## src/rtl/hdlc_tx_pkg.sv

```systemverilog
package hdlc_tx_pkg;

    typedef enum logic [2:0] {
        ST_OFF, ST_IDLE, ST_OPEN, ST_DATA, ST_FCS, ST_CLOSE, ST_ABORT
    } tx_state_e;

    typedef struct packed {
        logic       abt;
        logic       eop;
        logic [7:0] data;
    } tx_entry_t;

    localparam logic [7:0]  FLAG_PAT   = 8'h7E;
    localparam logic [15:0] CRC_POLY_R = 16'h8408;
    localparam logic [15:0] CRC_PRESET = 16'hFFFF;
    localparam int          ONES_LIMIT = 5;

    function automatic logic [15:0] crc_step(input logic [15:0] c, input logic b);
        logic [15:0] n;
        n = c >> 1;
        if (c[0] ^ b) n = n ^ CRC_POLY_R;
        return n;
    endfunction

endpackage

```

## src/rtl/hdlc_tag_latch.sv

```systemverilog
module hdlc_tag_latch
    import hdlc_tx_pkg::*;
(
    input  logic       clk,
    input  logic       rst_n,
    input  logic       cfg_wr,
    input  logic       cfg_eop,
    input  logic       cfg_abort,
    input  logic       wr_en,
    input  logic [7:0] wr_data,
    output tx_entry_t  entry
);
    logic eop_q, abt_q;

    always_ff @(posedge clk) begin
        if (!rst_n) begin
            eop_q <= 1'b0;
            abt_q <= 1'b0;
        end else if (wr_en) begin
            eop_q <= 1'b0;
            abt_q <= 1'b0;
        end else if (cfg_wr) begin
            eop_q <= cfg_eop;
            abt_q <= cfg_abort;
        end
    end

    assign entry = '{abt: abt_q, eop: eop_q, data: wr_data};

    // a push always disarms both tags
    assert_tags_clear_R1: assert property (@(posedge clk) disable iff (!rst_n)
        wr_en |=> (!eop_q && !abt_q));

endmodule

```

## src/rtl/hdlc_tag_fifo.sv

```systemverilog
module hdlc_tag_fifo
    import hdlc_tx_pkg::*;
#(
    parameter int DEPTH = 16
) (
    input  logic      clk,
    input  logic      rst_n,
    input  logic      wr_en,
    input  tx_entry_t wr_entry,
    input  logic      pop,
    output tx_entry_t head,
    output logic      empty,
    output logic      drop
);
    localparam int AW = (DEPTH > 1) ? $clog2(DEPTH) : 1;
    localparam int CW = $clog2(DEPTH + 1);

    tx_entry_t       mem [DEPTH];
    logic [AW-1:0]   wp, rp;
    logic [CW-1:0]   cnt;
    logic            full, push;

    assign full  = (cnt == CW'(DEPTH));
    assign empty = (cnt == '0);
    assign push  = wr_en && !full;
    assign head  = mem[rp];

    always_ff @(posedge clk) begin
        if (push) mem[wp] <= wr_entry;
    end

    always_ff @(posedge clk) begin
        if (!rst_n) begin
            wp   <= '0;
            rp   <= '0;
            cnt  <= '0;
            drop <= 1'b0;
        end else begin
            drop <= wr_en && full;
            if (push) wp <= (wp == AW'(DEPTH - 1)) ? '0 : wp + AW'(1);
            if (pop)  rp <= (rp == AW'(DEPTH - 1)) ? '0 : rp + AW'(1);
            unique case ({push, pop})
                2'b10:   cnt <= cnt + CW'(1);
                2'b01:   cnt <= cnt - CW'(1);
                default: cnt <= cnt;
            endcase
        end
    end

    // occupancy never exceeds the depth
    assert_count_bound_R2: assert property (@(posedge clk) disable iff (!rst_n)
        cnt <= CW'(DEPTH));
    // a push on a full queue with no pop leaves it full
    assert_full_hold_R2: assert property (@(posedge clk) disable iff (!rst_n)
        (wr_en && full && !pop) |=> full);
    // the engine never takes from an empty queue
    assert_no_pop_empty_R7: assert property (@(posedge clk) disable iff (!rst_n)
        pop |-> !empty);

endmodule

```

## src/rtl/hdlc_tx_engine.sv

```systemverilog
module hdlc_tx_engine
    import hdlc_tx_pkg::*;
(
    input  logic      clk,
    input  logic      rst_n,
    input  logic      tx_en,
    input  logic      mark_idle,
    input  logic      fifo_empty,
    input  tx_entry_t head,
    output logic      pop,
    output logic      tx_bit,
    output logic      tx_clk_en
);
    tx_state_e   st, st_nxt;
    logic [3:0]  cnt;
    logic [15:0] sh, crc, crc_nx;
    logic [2:0]  ones;
    logic        cur_eop, stuff, unit_end, load, line;

    assign crc_nx = crc_step(crc, sh[0]);
    assign stuff  = (st == ST_DATA || st == ST_FCS || st == ST_CLOSE) &&
                    (ones == 3'(ONES_LIMIT));
    assign unit_end = (st != ST_OFF) && !stuff &&
                      (cnt == ((st == ST_FCS) ? 4'd15 : 4'd7));

    // next-state and queue handshake
    always_comb begin
        st_nxt = st;
        pop    = 1'b0;
        load   = 1'b0;
        unique case (st)
            ST_OFF:   if (tx_en) st_nxt = ST_IDLE;
            ST_IDLE:  if (unit_end) begin
                          if (!tx_en)           st_nxt = ST_OFF;
                          else if (!fifo_empty) st_nxt = ST_OPEN;
                      end
            ST_OPEN:  if (unit_end) begin
                          pop = 1'b1;
                          if (head.abt) st_nxt = ST_ABORT;
                          else begin load = 1'b1; st_nxt = ST_DATA; end
                      end
            ST_DATA:  if (unit_end) begin
                          if (cur_eop)         st_nxt = ST_FCS;
                          else if (fifo_empty) st_nxt = ST_ABORT;
                          else begin
                              pop = 1'b1;
                              if (head.abt) st_nxt = ST_ABORT;
                              else          load   = 1'b1;
                          end
                      end
            ST_FCS:   if (unit_end) st_nxt = ST_CLOSE;
            ST_CLOSE: if (unit_end) st_nxt = (tx_en && !fifo_empty) ? ST_OPEN : ST_IDLE;
            ST_ABORT: if (unit_end) st_nxt = ST_IDLE;
            default:  st_nxt = ST_OFF;
        endcase
    end

    // line outputs
    always_comb begin
        line = 1'b1;
        unique case (st)
            ST_OFF:           line = 1'b1;
            ST_IDLE:          line = mark_idle ? FLAG_PAT[cnt[2:0]] : 1'b1;
            ST_OPEN:          line = FLAG_PAT[cnt[2:0]];
            ST_CLOSE:         line = stuff ? 1'b0 : FLAG_PAT[cnt[2:0]];
            ST_DATA, ST_FCS:  line = stuff ? 1'b0 : sh[0];
            ST_ABORT:         line = 1'b1;
            default:          line = 1'b1;
        endcase
    end

    assign tx_bit    = line;
    assign tx_clk_en = (st != ST_OFF);

    // state register
    always_ff @(posedge clk) begin
        if (!rst_n) st <= ST_OFF;
        else        st <= st_nxt;
    end

    // datapath registers
    always_ff @(posedge clk) begin
        if (!rst_n) begin
            cnt     <= '0;
            sh      <= '0;
            crc     <= CRC_PRESET;
            ones    <= '0;
            cur_eop <= 1'b0;
        end else begin
            if (unit_end)                   cnt <= '0;
            else if (!stuff && st != ST_OFF) cnt <= cnt + 4'd1;

            if (st == ST_DATA || st == ST_FCS)
                ones <= stuff ? 3'd0 : (sh[0] ? ones + 3'd1 : 3'd0);
            else
                ones <= 3'd0;

            if (st == ST_OPEN)                crc <= CRC_PRESET;
            else if (st == ST_DATA && !stuff) crc <= crc_nx;

            if (load)
                sh <= {8'h00, head.data};
            else if (st == ST_DATA && unit_end && cur_eop)
                sh <= ~crc_nx;
            else if ((st == ST_DATA || st == ST_FCS) && !stuff)
                sh <= sh >> 1;

            if (load) cur_eop <= head.eop;
        end
    end

    // checker: run of ones sent inside data and check fields
    logic [2:0] run1;
    always_ff @(posedge clk) begin
        if (!rst_n) run1 <= '0;
        else if (st == ST_DATA || st == ST_FCS)
            run1 <= tx_bit ? ((run1 == 3'd7) ? 3'd7 : run1 + 3'd1) : 3'd0;
        else
            run1 <= '0;
    end

    // never more than five ones in a row inside a frame body
    assert_ones_run_R5: assert property (@(posedge clk) disable iff (!rst_n)
        run1 <= 3'(ONES_LIMIT));
    // enable from OFF takes effect on the next clock
    assert_start_fast_R9: assert property (@(posedge clk) disable iff (!rst_n)
        (st == ST_OFF && tx_en) |=> tx_clk_en);
    // the engine only stops after enable has been removed
    assert_stop_after_low_R10: assert property (@(posedge clk) disable iff (!rst_n)
        $fell(tx_clk_en) |-> !$past(tx_en));
    // stopped engine rests the line at one
    assert_rest_high_R10: assert property (@(posedge clk) disable iff (!rst_n)
        !tx_clk_en |-> tx_bit);

endmodule

```

## src/rtl/hdlc_tagged_tx.sv

```systemverilog
module hdlc_tagged_tx
    import hdlc_tx_pkg::*;
#(
    parameter int FIFO_DEPTH = 16
) (
    input  logic       clk,
    input  logic       rst_n,
    input  logic       cfg_wr,
    input  logic       cfg_eop,
    input  logic       cfg_abort,
    input  logic       wr_en,
    input  logic [7:0] wr_data,
    input  logic       tx_en,
    input  logic       mark_idle,
    output logic       tx_bit,
    output logic       tx_clk_en,
    output logic       wr_drop
);
    tx_entry_t wr_entry, head;
    logic      pop, empty;

    hdlc_tag_latch u_tags (
        .clk(clk), .rst_n(rst_n), .cfg_wr(cfg_wr), .cfg_eop(cfg_eop),
        .cfg_abort(cfg_abort), .wr_en(wr_en), .wr_data(wr_data), .entry(wr_entry)
    );

    hdlc_tag_fifo #(.DEPTH(FIFO_DEPTH)) u_fifo (
        .clk(clk), .rst_n(rst_n), .wr_en(wr_en), .wr_entry(wr_entry),
        .pop(pop), .head(head), .empty(empty), .drop(wr_drop)
    );

    hdlc_tx_engine u_eng (
        .clk(clk), .rst_n(rst_n), .tx_en(tx_en), .mark_idle(mark_idle),
        .fifo_empty(empty), .head(head), .pop(pop),
        .tx_bit(tx_bit), .tx_clk_en(tx_clk_en)
    );

endmodule

```

## config.mk

```make
export PLATFORM = sky130hd
export DESIGN_NAME = hdlc_tagged_tx
export DESIGN_NICKNAME = d
export VERILOG_FILES = /design/src/rtl/hdlc_tx_pkg.sv /design/src/rtl/hdlc_tag_latch.sv /design/src/rtl/hdlc_tag_fifo.sv /design/src/rtl/hdlc_tx_engine.sv /design/src/rtl/hdlc_tagged_tx.sv
export SDC_FILE = /design/constraint.sdc
export NUM_CORES = 1
export LEC_CHECK = 0
export CORE_MARGIN = 1
export CORE_UTILIZATION = 35
export DETAILED_ROUTE_END_ITERATION = 10
export GPL_TIMING_DRIVEN = 0
export PLACE_DENSITY_LB_ADDON = 0.25
export SETUP_SLACK_MARGIN = 0.1
export SLEW_MARGIN = 20
export SYNTH_ARGS = -nofsm -noshare
export SYNTH_HDL_FRONTEND = slang
export SYNTH_SLANG_ARGS = --single-unit
```

## constraint.sdc

```tcl
create_clock -name clk -period 3.2 [get_ports clk]
set_input_delay 0.48 -clock clk [delete_from_list [all_inputs] [get_ports clk]]
set_output_delay 0.48 -clock clk [all_outputs]
set_load 0.005 [all_outputs]
```

==> impl_metrics.ini, run 1 <==
[critical_path]
r2r_setup_slack_ps = 240
cp_slowest_stage_delay_ps = 310
arrival_ps = 3400
path_class = reg2reg
required_ps = 3640
cp_cell_sequence = inv_1 -> ha_2 -> nand4_1 -> o211a_4 -> o2111a_2 -> ha_4 -> buf_8 -> xor2_1 -> ha_2 -> o21a_1 -> o22a_1 -> a21oi_2 -> xor2_1 -> or3_1 -> a21boi_1
slowest_stage = dfxtp_1
start_kind = register
endpoint_kind = register
path_delay_family = compound AO/OA/AOI/OAI gates
critPathMaxFanout = 5
path_buf_inv = 2

[global_routing]
grt_max_degree = 18
grt_pass1_vias = 5435
antenna_found_initial = 0
gr-total-overflow = 0
grt_usage_pct = 15.2
grt_pass1_wl_um = 31100

[yosys]
synth_cells = 633
netlist_area_mm2 = 0.00926
yosysWarningCount = 0
synth_area_leaders = edfxtp_1 52%, dfxtp_1 14%, mux4_2 11%
yosys.area.top_type = edfxtp_1
synth_nets = 661
synth_top_cell_area_share_pct = 51.9
synth-edff-count = 160
ys_async_sr_fraction_pct = 0
synth_ff_type = edfxtp_1
ys_seq_area_share_pct = 65.7
synth_commonest_cells = 160 x edfxtp_1, 64 x dfxtp_1, 60 x nand2_1
synth.most_common_cell = edfxtp_1
synth_cell_types = 58
avgSynthCellArea_um2 = 14.6
synth_seq_cells = 224

[drt]
vias = 5404
ant_nets = 0
drt-vias-per-instance = 5.21
drc_errors = 0
wl_um = 20200
avgRoutedWirePerCell_um = 19.5
dr.pass1.iters = 5
drt_iter0_drc = 381

[floorplan]
ios = 19
die_w_um = 165
rows = 59
dieArea_mm2 = 0.0271
initial_core_util_pct = 35.6
core_mm2 = 0.0260
die_h_um = 165

[sta]
skew_ps = 12.2
maxSlewViolCount = 0
min_period_over_period_pct = 92.4
rsz0062_at_grt = false
worst_hold_slack_ps = 391
hold_viol = 0
timing.fmax_mhz = 338
slew_headroom_pct = 38.5
fin_crit_ps = 2960
setup_viol = 0
tightestPinTransition_ps = 922
fin_ws_ps = 244

[pwr]
vdd_ir_drop_max_mv = 0.359
p_leak_nw = 3.54
power.total_mw = 6.15
powerDensity_mw_per_mm2 = 568

[layout]
drive_gt1_share_pct = 21.1
stdcell_count = 1038
nets = 714
diodes = 0
final_area_mm2 = 0.0108
synthToLayoutAreaGrowth_pct = 17.1

[placement]
place_area_mm2 = 0.00993
port_buffers = 17
place_congestion = 0.873
dpl.cell_count = 989
dp_slack_ps = -470
hpwl_um = 12900

[status]
outcome = finished clean

[cts]
cts_buffers = 24
cts_tree = yes
clk_path_buf_depth = 3
insertion_delay_ps = 520
cts.sinks = 224
cts_root_buf = clkbuf_16
clkTransAtPathRegs_ps = 60
cts_max_level = 1

[min_path]
hp-class = in2reg

[flow_run]
drv_cap = 0
==> report_power, final <==
part,internal [mW],switching [mW]
combinational,0.138,0.189
clock,1.51,1.12
sequential,3.15,0.0406
==> worst min-delay path: cells and delay by family <==
kind / cells / cell delay (ps)
buffers and inverters: 1 / 210
and+or+nand+nor: 2 / 170
==> layout by cell type (no fill, tap or decap), types with 3 or more instances in the layout <==
master,instances
nor2b_1,11
o32ai_1,4
buf_4,12
and2_1,3
nand2b_1,8
xnor2_1,4
or3_1,4
o21ai_0,14
ha_1,8
a22oi_1,3
mux4_2,47
nor3_1,3
clkbuf_1,22
mux2i_1,13
mux2_2,4
a211o_1,3
nor2_1,44
inv_1,6
nor3_2,4
a211oi_1,10
edfxtp_1,160
o211ai_1,5
clkbuf_16,24
clkinv_2,4
nor2_2,12
clkbuf_8,6
buf_6,3
clkdlybuf4s50_1,17
dfxtp_2,4
clkinv_1,5
nand3_1,16
a31oi_1,5
dfxtp_1,60
buf_2,5
nand2_1,60
xor2_1,11
buf_1,3
a21oi_1,25
==> cell families (layout without fill, tap and decap cells) <==
group / after synthesis / in the layout / synth area share (%)
buffers and inverters: 44 / 114 / 2.19
DFF: 224 / 224 / 65.7
muxes: 65 / 65 / 13.4
adders and majority gates: 13 / 13 / 1.73
xor gates and xnor gates: 15 / 15 / 1.42
and+or+nand+nor: 182 / 182 / 9.14
AOI/OAI and AO/OA: 90 / 90 / 6.39
==> cell type report <==
type                    instances  area (um2)
multi-input cells             365        3110
clock buffers                  33         694
plain buffers                  35         191
fillers                      2355       15100
flip-flops and latches        224        6090
repair buffers                 28         253
clock inverters                10        57.6
inverters                       8        30.0
well taps                     335         419
==> final timing paths <==
path	cells past startpoint	from	to
setup / recovery	15	u_eng.ones[1]	u_fifo.cnt[4]
hold / removal	3	rst_n	u_fifo.drop
setup reg to reg	15	u_eng.ones[1]	u_fifo.cnt[4]
hold reg to reg	1	u_eng.ones[0]	u_eng.ones[0]
==> layer usage <==
metal	vias to the layer above	share of wire (%)	GRT usage [%]
met1	2733	46	21.0
met3	35	4.1	2.29
met4	0	2.7	4.63
li1	2516	-	-
met2	120	47	24.9
met5	-	0	0
==> stage by stage <==
step / util [%] / setup TNS (ps)
after global routing: 41.7 / 0
after floorplan: - / 0
after detailed placement: 38.2 / -533
after global placement: 37.9 / -12500
final: 41.7 / 0
after CTS: 41.5 / 0
==> state kept, by name, summed over array words and instances (netlist names), 3 cells and up, named ones only <==
name        cells
u_eng.cnt       4
u_eng.crc      16
u_eng.ones      3
u_eng.sh       16
u_eng.st        3
u_fifo.cnt      5
u_fifo.mem    160
u_fifo.rp       4
u_fifo.wp       4
==> repair_timing <==
| action | CTS | global route |
|---|---|---|
| gates cloned | 0 | 0 |
| setup buffers | 4 | 3 |
| setup endpoints to repair | 2 | 2 |
| hold buffers | 0 | 0 |
| pin swaps | 5 | 6 |
| gates resized for setup | 20 | 15 |
Power figures use the tool's default switching activity.
==> run 2: changes to the inputs <==
Clock period 3.2 ns to 3.3 ns, I/O delays scaled along.
==> run 2 against run 1 <==
Against the previous run:
- count of clock-buffer cells in the layout fell by 8
- critical path depth fell by 1
- first-iteration DRC count rose by 11%
- hold slack improved by 4.4 ps
- largest cell class unchanged
- core utilization barely moved
- global-route usage fell by 0.060 points
- flip-flop and latch count did not move
- final cell count fell by 0.39%
- sequential share of layout area fell by 0.062 points
- register-to-register slack barely moved
==> impl_metrics.ini, run 2 (synthesis results as in run 1) <==
[status]
outcome = finished clean

[drt]
drt-vias-per-instance = 5.17
vias = 5342
ant_nets = 0
dr.pass1.iters = 4
drt_iter0_drc = 424
avgRoutedWirePerCell_um = 19.2
drc_errors = 0
wl_um = 19900

[layout]
final_common_cell = edfxtp_1
layout_common_cells = 160 x edfxtp_1, 62 x dfxtp_1, 60 x nand2_1, 47 x mux4_2, 44 x nor2_1
top_regs = u_fifo.mem x160, u_eng.crc x16, u_eng.sh x16
stdcell_count = 1034
multi_input_comb_area_mm2 = 0.00313
register_area_mm2 = 0.00609
final_area_mm2 = 0.0109
top_register = u_fifo.mem
largest_reg_flops = 160
diodes = 0
post-route-util_pct = 41.8
nets = 710
num-fill-cells = 2352
synthToLayoutAreaGrowth_pct = 17.1
drive_gt1_share_pct = 20.2

[global_routing]
gr-total-overflow = 0
grt_max_degree = 18
grt_pass1_vias = 5469
antenna_found_initial = 0
grt_pass1_wl_um = 31100
grt_usage_pct = 15.2

[placement]
hpwl_um = 12800
dp_slack_ps = -483
place_area_mm2 = 0.00993
place_congestion = 0.872
port_buffers = 17
dpl.cell_count = 989

[sta]
hold_viol = 0
fin_ws_ps = 231
maxSlewViolCount = 0
min_period_over_period_pct = 93.0
timing.fmax_mhz = 326
skew_ps = 13.2
tns_ps = 0
slew_headroom_pct = 41.4
worst_hold_slack_ps = 396
rsz0062_at_grt = false
tightestPinTransition_ps = 878
fin_crit_ps = 3070
setup_viol = 0

[critical_path]
endpoint_kind = register
critPathMaxFanout = 10
path_class = reg2reg
start_kind = register
crit_path_start = u_eng.st[1]
slowest_stage = or3_1
r2r_end = u_fifo.cnt[4]
cp_cell_sequence = clkbuf_4 -> nor3b_4 -> mux2i_4 -> o2111a_2 -> ha_4 -> buf_6 -> xor2_1 -> ha_2 -> a21boi_1 -> o22a_1 -> a21oi_2 -> xor2_1 -> or3_1 -> a21boi_1
required_ps = 3740
cp_slowest_stage_delay_ps = 310
arrival_ps = 3510
reg2reg_depth = 14
r2r_setup_slack_ps = 230
rr_startpoint = u_eng.st[1]

[cts]
insertion_delay_ps = 510
ctsHoldBuffers = 0
cts_buffers = 23
clk_path_buf_depth = 3
cts_tree = yes
cts.sinks = 224
cts_root_buf = clkbuf_16
clkTransAtPathRegs_ps = 60
cts_max_level = 1

[floorplan]
initial_core_util_pct = 35.6
die_h_um = 165
core_mm2 = 0.0260
rows = 59
die_w_um = 165
ios = 19
dieArea_mm2 = 0.0271

[pwr]
power.total_mw = 6.07
vdd_ir_drop_max_mv = 0.402
powerDensity_mw_per_mm2 = 559
p_leak_nw = 3.51

[min_path]
hp-class = in2reg
hold_depth = 3
min_from = rst_n
whs_endpoint = u_fifo.drop

[flow_run]
drv_cap = 0
-- run 2: changes by cell type in the layout (fill, tap and decap cells not counted), moves of 2 or more --
cell,previous run,this run
clkinvlp_4,0,4
clkinv_2,4,1
buf_4,12,9
dfxtp_2,4,2
dfxtp_1,60,62
clkinv_1,5,7
clkbuf_8,6,0
bufinv_16,0,4
-- run 2: worst max path at each step --
stage	slack, ps	end
detailed placement	-480	u_fifo.cnt[4]
CTS	120	u_fifo.cnt[4]
floorplan	100	u_fifo.cnt[4]
global placement	-380	u_fifo.cnt[4]
finish	230	u_fifo.cnt[4]
global route	110	u_fifo.cnt[4]
-- run 2: final cells by class --
type	instances	area share, %
multi-input combinational	365	28.8
timing repair buffer	25	2.12
tap	335	3.86
buffer	35	1.67
clock buffer	25	5.37
sequential	224	56.1
inverter	8	0.277
clock inverter	17	1.76
-- run 2: per-layer routing --
layer	vias to the layer above	wire length, um	track usage, %
li1	2511	-	-
met1	2701	9290	20.8
met2	104	9580	25.4
met3	26	687	2.18
met4	0	342	3.50
met5	-	0	0
-- run 2: critical path: cells and delay by family, from the launching register on --
family,cells,cell delay [ps]
AO/OA/AOI/OAI,5,810
XOR/XNOR,2,320
AND/OR/NAND/NOR,2,610
multiplexers,1,280
buffers and inverters,2,300
adder cells (fa/ha/maj),2,360
flip-flops,1,300
-- run 2: where the power goes --
group	switching, mW	internal, mW	leakage (nW)	total, mW
clock network	1.07	1.59	0.361	2.66
registers	0.0387	3.06	1.97	3.09
logic	0.180	0.133	1.18	0.313
total	1.29	4.78	3.51	6.07
-- run 2: what timing repair did --
action,CTS,global route
pin swaps,2,5
gates resized for setup,18,15
setup endpoints to repair,2,1
gates cloned,0,0
buffers inserted,2,2
==> run 3: changes to the inputs <==
Settings changed: CORE_ASPECT_RATIO set to 1.25, GPL_TIMING_DRIVEN 0 to unset.
==> run 3 against run 2 <==
Against the previous run:
- sequential share of layout area increased by 0.14 points
- flip-flop and latch count is the same
- clock power down 4%
- critical path depth down 1
- critical path type unchanged
- largest cell class unchanged
==> impl_metrics.ini, run 3 (synthesis results as in run 1) <==
[drt]
drc_errors = 0
vias = 5380
ant_nets = 0
wl_um = 19900
drt_iter0_drc = 275
avgRoutedWirePerCell_um = 19.2
dr.pass1.iters = 5
drt-vias-per-instance = 5.18

[pwr]
powerDensity_mw_per_mm2 = 552
vdd_ir_drop_max_mv = 0.409
p_leak_nw = 3.58
clkPwrFrac_pct = 42.9
comb_power_share_pct = 5.2
seqPwrFrac_pct = 51.9
p_sw_mw = 1.26
p_sw_share_pct = 21.1
p_int_mw = 4.71

[placement]
place_congestion = 0.782
port_buffers = 18
hpwl_um = 13000
dp_slack_ps = -27.5
dpl.cell_count = 996

[critical_path]
path_class = reg2reg
required_ps = 3740
endpoint_kind = register
start_kind = register
critPathMaxFanout = 8
arrival_ps = 3440

[layout]
top_register = u_fifo.mem
layout_common_cells = 160 x edfxtp_1, 62 x dfxtp_1, 60 x nand2_1, 56 x nor2_1, 47 x mux4_2
largest_reg_flops = 160
final_common_cell = edfxtp_1
stdcell_count = 1039
top_regs = u_fifo.mem x160, u_eng.crc x16, u_eng.sh x16
synthToLayoutAreaGrowth_pct = 16.8
diodes = 0
register_area_mm2 = 0.00609
multi_input_comb_area_mm2 = 0.00303
nets = 710
drive_gt1_share_pct = 20.0
num-fill-cells = 2360

[cts]
cts_root_buf = clkbuf_16
cts.sinks = 224
post_cts_resized = 3
cts_tree = yes
cts_max_level = 1
insertion_delay_ps = 520
post-cts-setup-buffers = 0
clk_path_buf_depth = 3
ctsHoldBuffers = 0
cts_buffers = 24
clkTransAtPathRegs_ps = 60

[flow_run]
drv_cap = 0

[sta]
worst_hold_slack_ps = 459
fin_crit_ps = 3000
fin_ws_ps = 302
setup_viol = 0
hold_viol = 0
rsz0062_at_grt = false
tightestPinTransition_ps = 817
maxSlewViolCount = 0
skew_ps = 13.0
slew_headroom_pct = 45.5
timing.fmax_mhz = 334
min_period_over_period_pct = 90.9

[floorplan]
rows = 66
core_mm2 = 0.0260
dieArea_mm2 = 0.0271
die_w_um = 148
die_h_um = 184
initial_core_util_pct = 35.6
ios = 19

[global_routing]
grt_pass1_wl_um = 31500
grt_max_degree = 20
grt_usage_pct = 15.1
gr-total-overflow = 0
grt_pass1_vias = 5549
antenna_found_initial = 0

[min_path]
hp-class = reg2reg

[status]
outcome = finished clean
## run 3: power by group through the flow
stage / Clock, mW / Combinational, mW / Sequential (mW)
after floorplan: 0 / 0.187 / 3.14
after global placement: 0 / 0.285 / 3.15
after detailed placement: 0 / 0.298 / 3.15
after CTS: 2.63 / 0.303 / 3.10
after global routing: 2.75 / 0.343 / 3.10
final: 2.56 / 0.310 / 3.10
## run 3: worst paths after layout
path,from,to,slack [ps],cells past startpoint
max reg2reg,u_eng.ones[0],u_fifo.cnt[4],300,13
min reg2reg,u_eng.sh[3],u_eng.sh[3],460,2
max,u_eng.ones[0],u_fifo.cnt[4],300,13
min,u_eng.sh[3],u_eng.sh[3],460,2
## run 3: worst max-delay path, cell delays in order, from the launching register on
cell      delay, ps
dfxtp_1         370
ha_2            220
nand4_1         150
o211a_4         310
o2111a_2        190
ha_4            200
xor2_1          150
ha_1            240
o21a_1          190
o22a_1          190
a21oi_1         180
xor2_1           90
or3_1           300
a21boi_0        160
## run 3: cell type report
type	count	share of cell area (%)
Sequential cell	224	56.3
Multi-Input combinational cell	365	28.0
Clock buffer	36	6.37
Timing Repair Buffer	59	4.51
Tap cell	340	3.93
Clock inverter	7	0.624
Inverter	8	0.277
## run 3: routing by layer
layer,global-route usage (%),routed length [um]
met5,0,0
met4,4.04,312
met3,2.21,834
met2,27.5,10400
met1,18.6,8330
## run 3: per-stage QoR
step	total power [mW]	util (%)	cell area (um2)	setup TNS [ps]
detailed placement	3.45	38.5	10000	-27.5
global route	6.19	41.6	10800	0
floorplan	3.33	-	9260	0
finish	5.97	41.6	10800	0
CTS	6.03	41.5	10800	0
global placement	3.43	38.5	10000	0
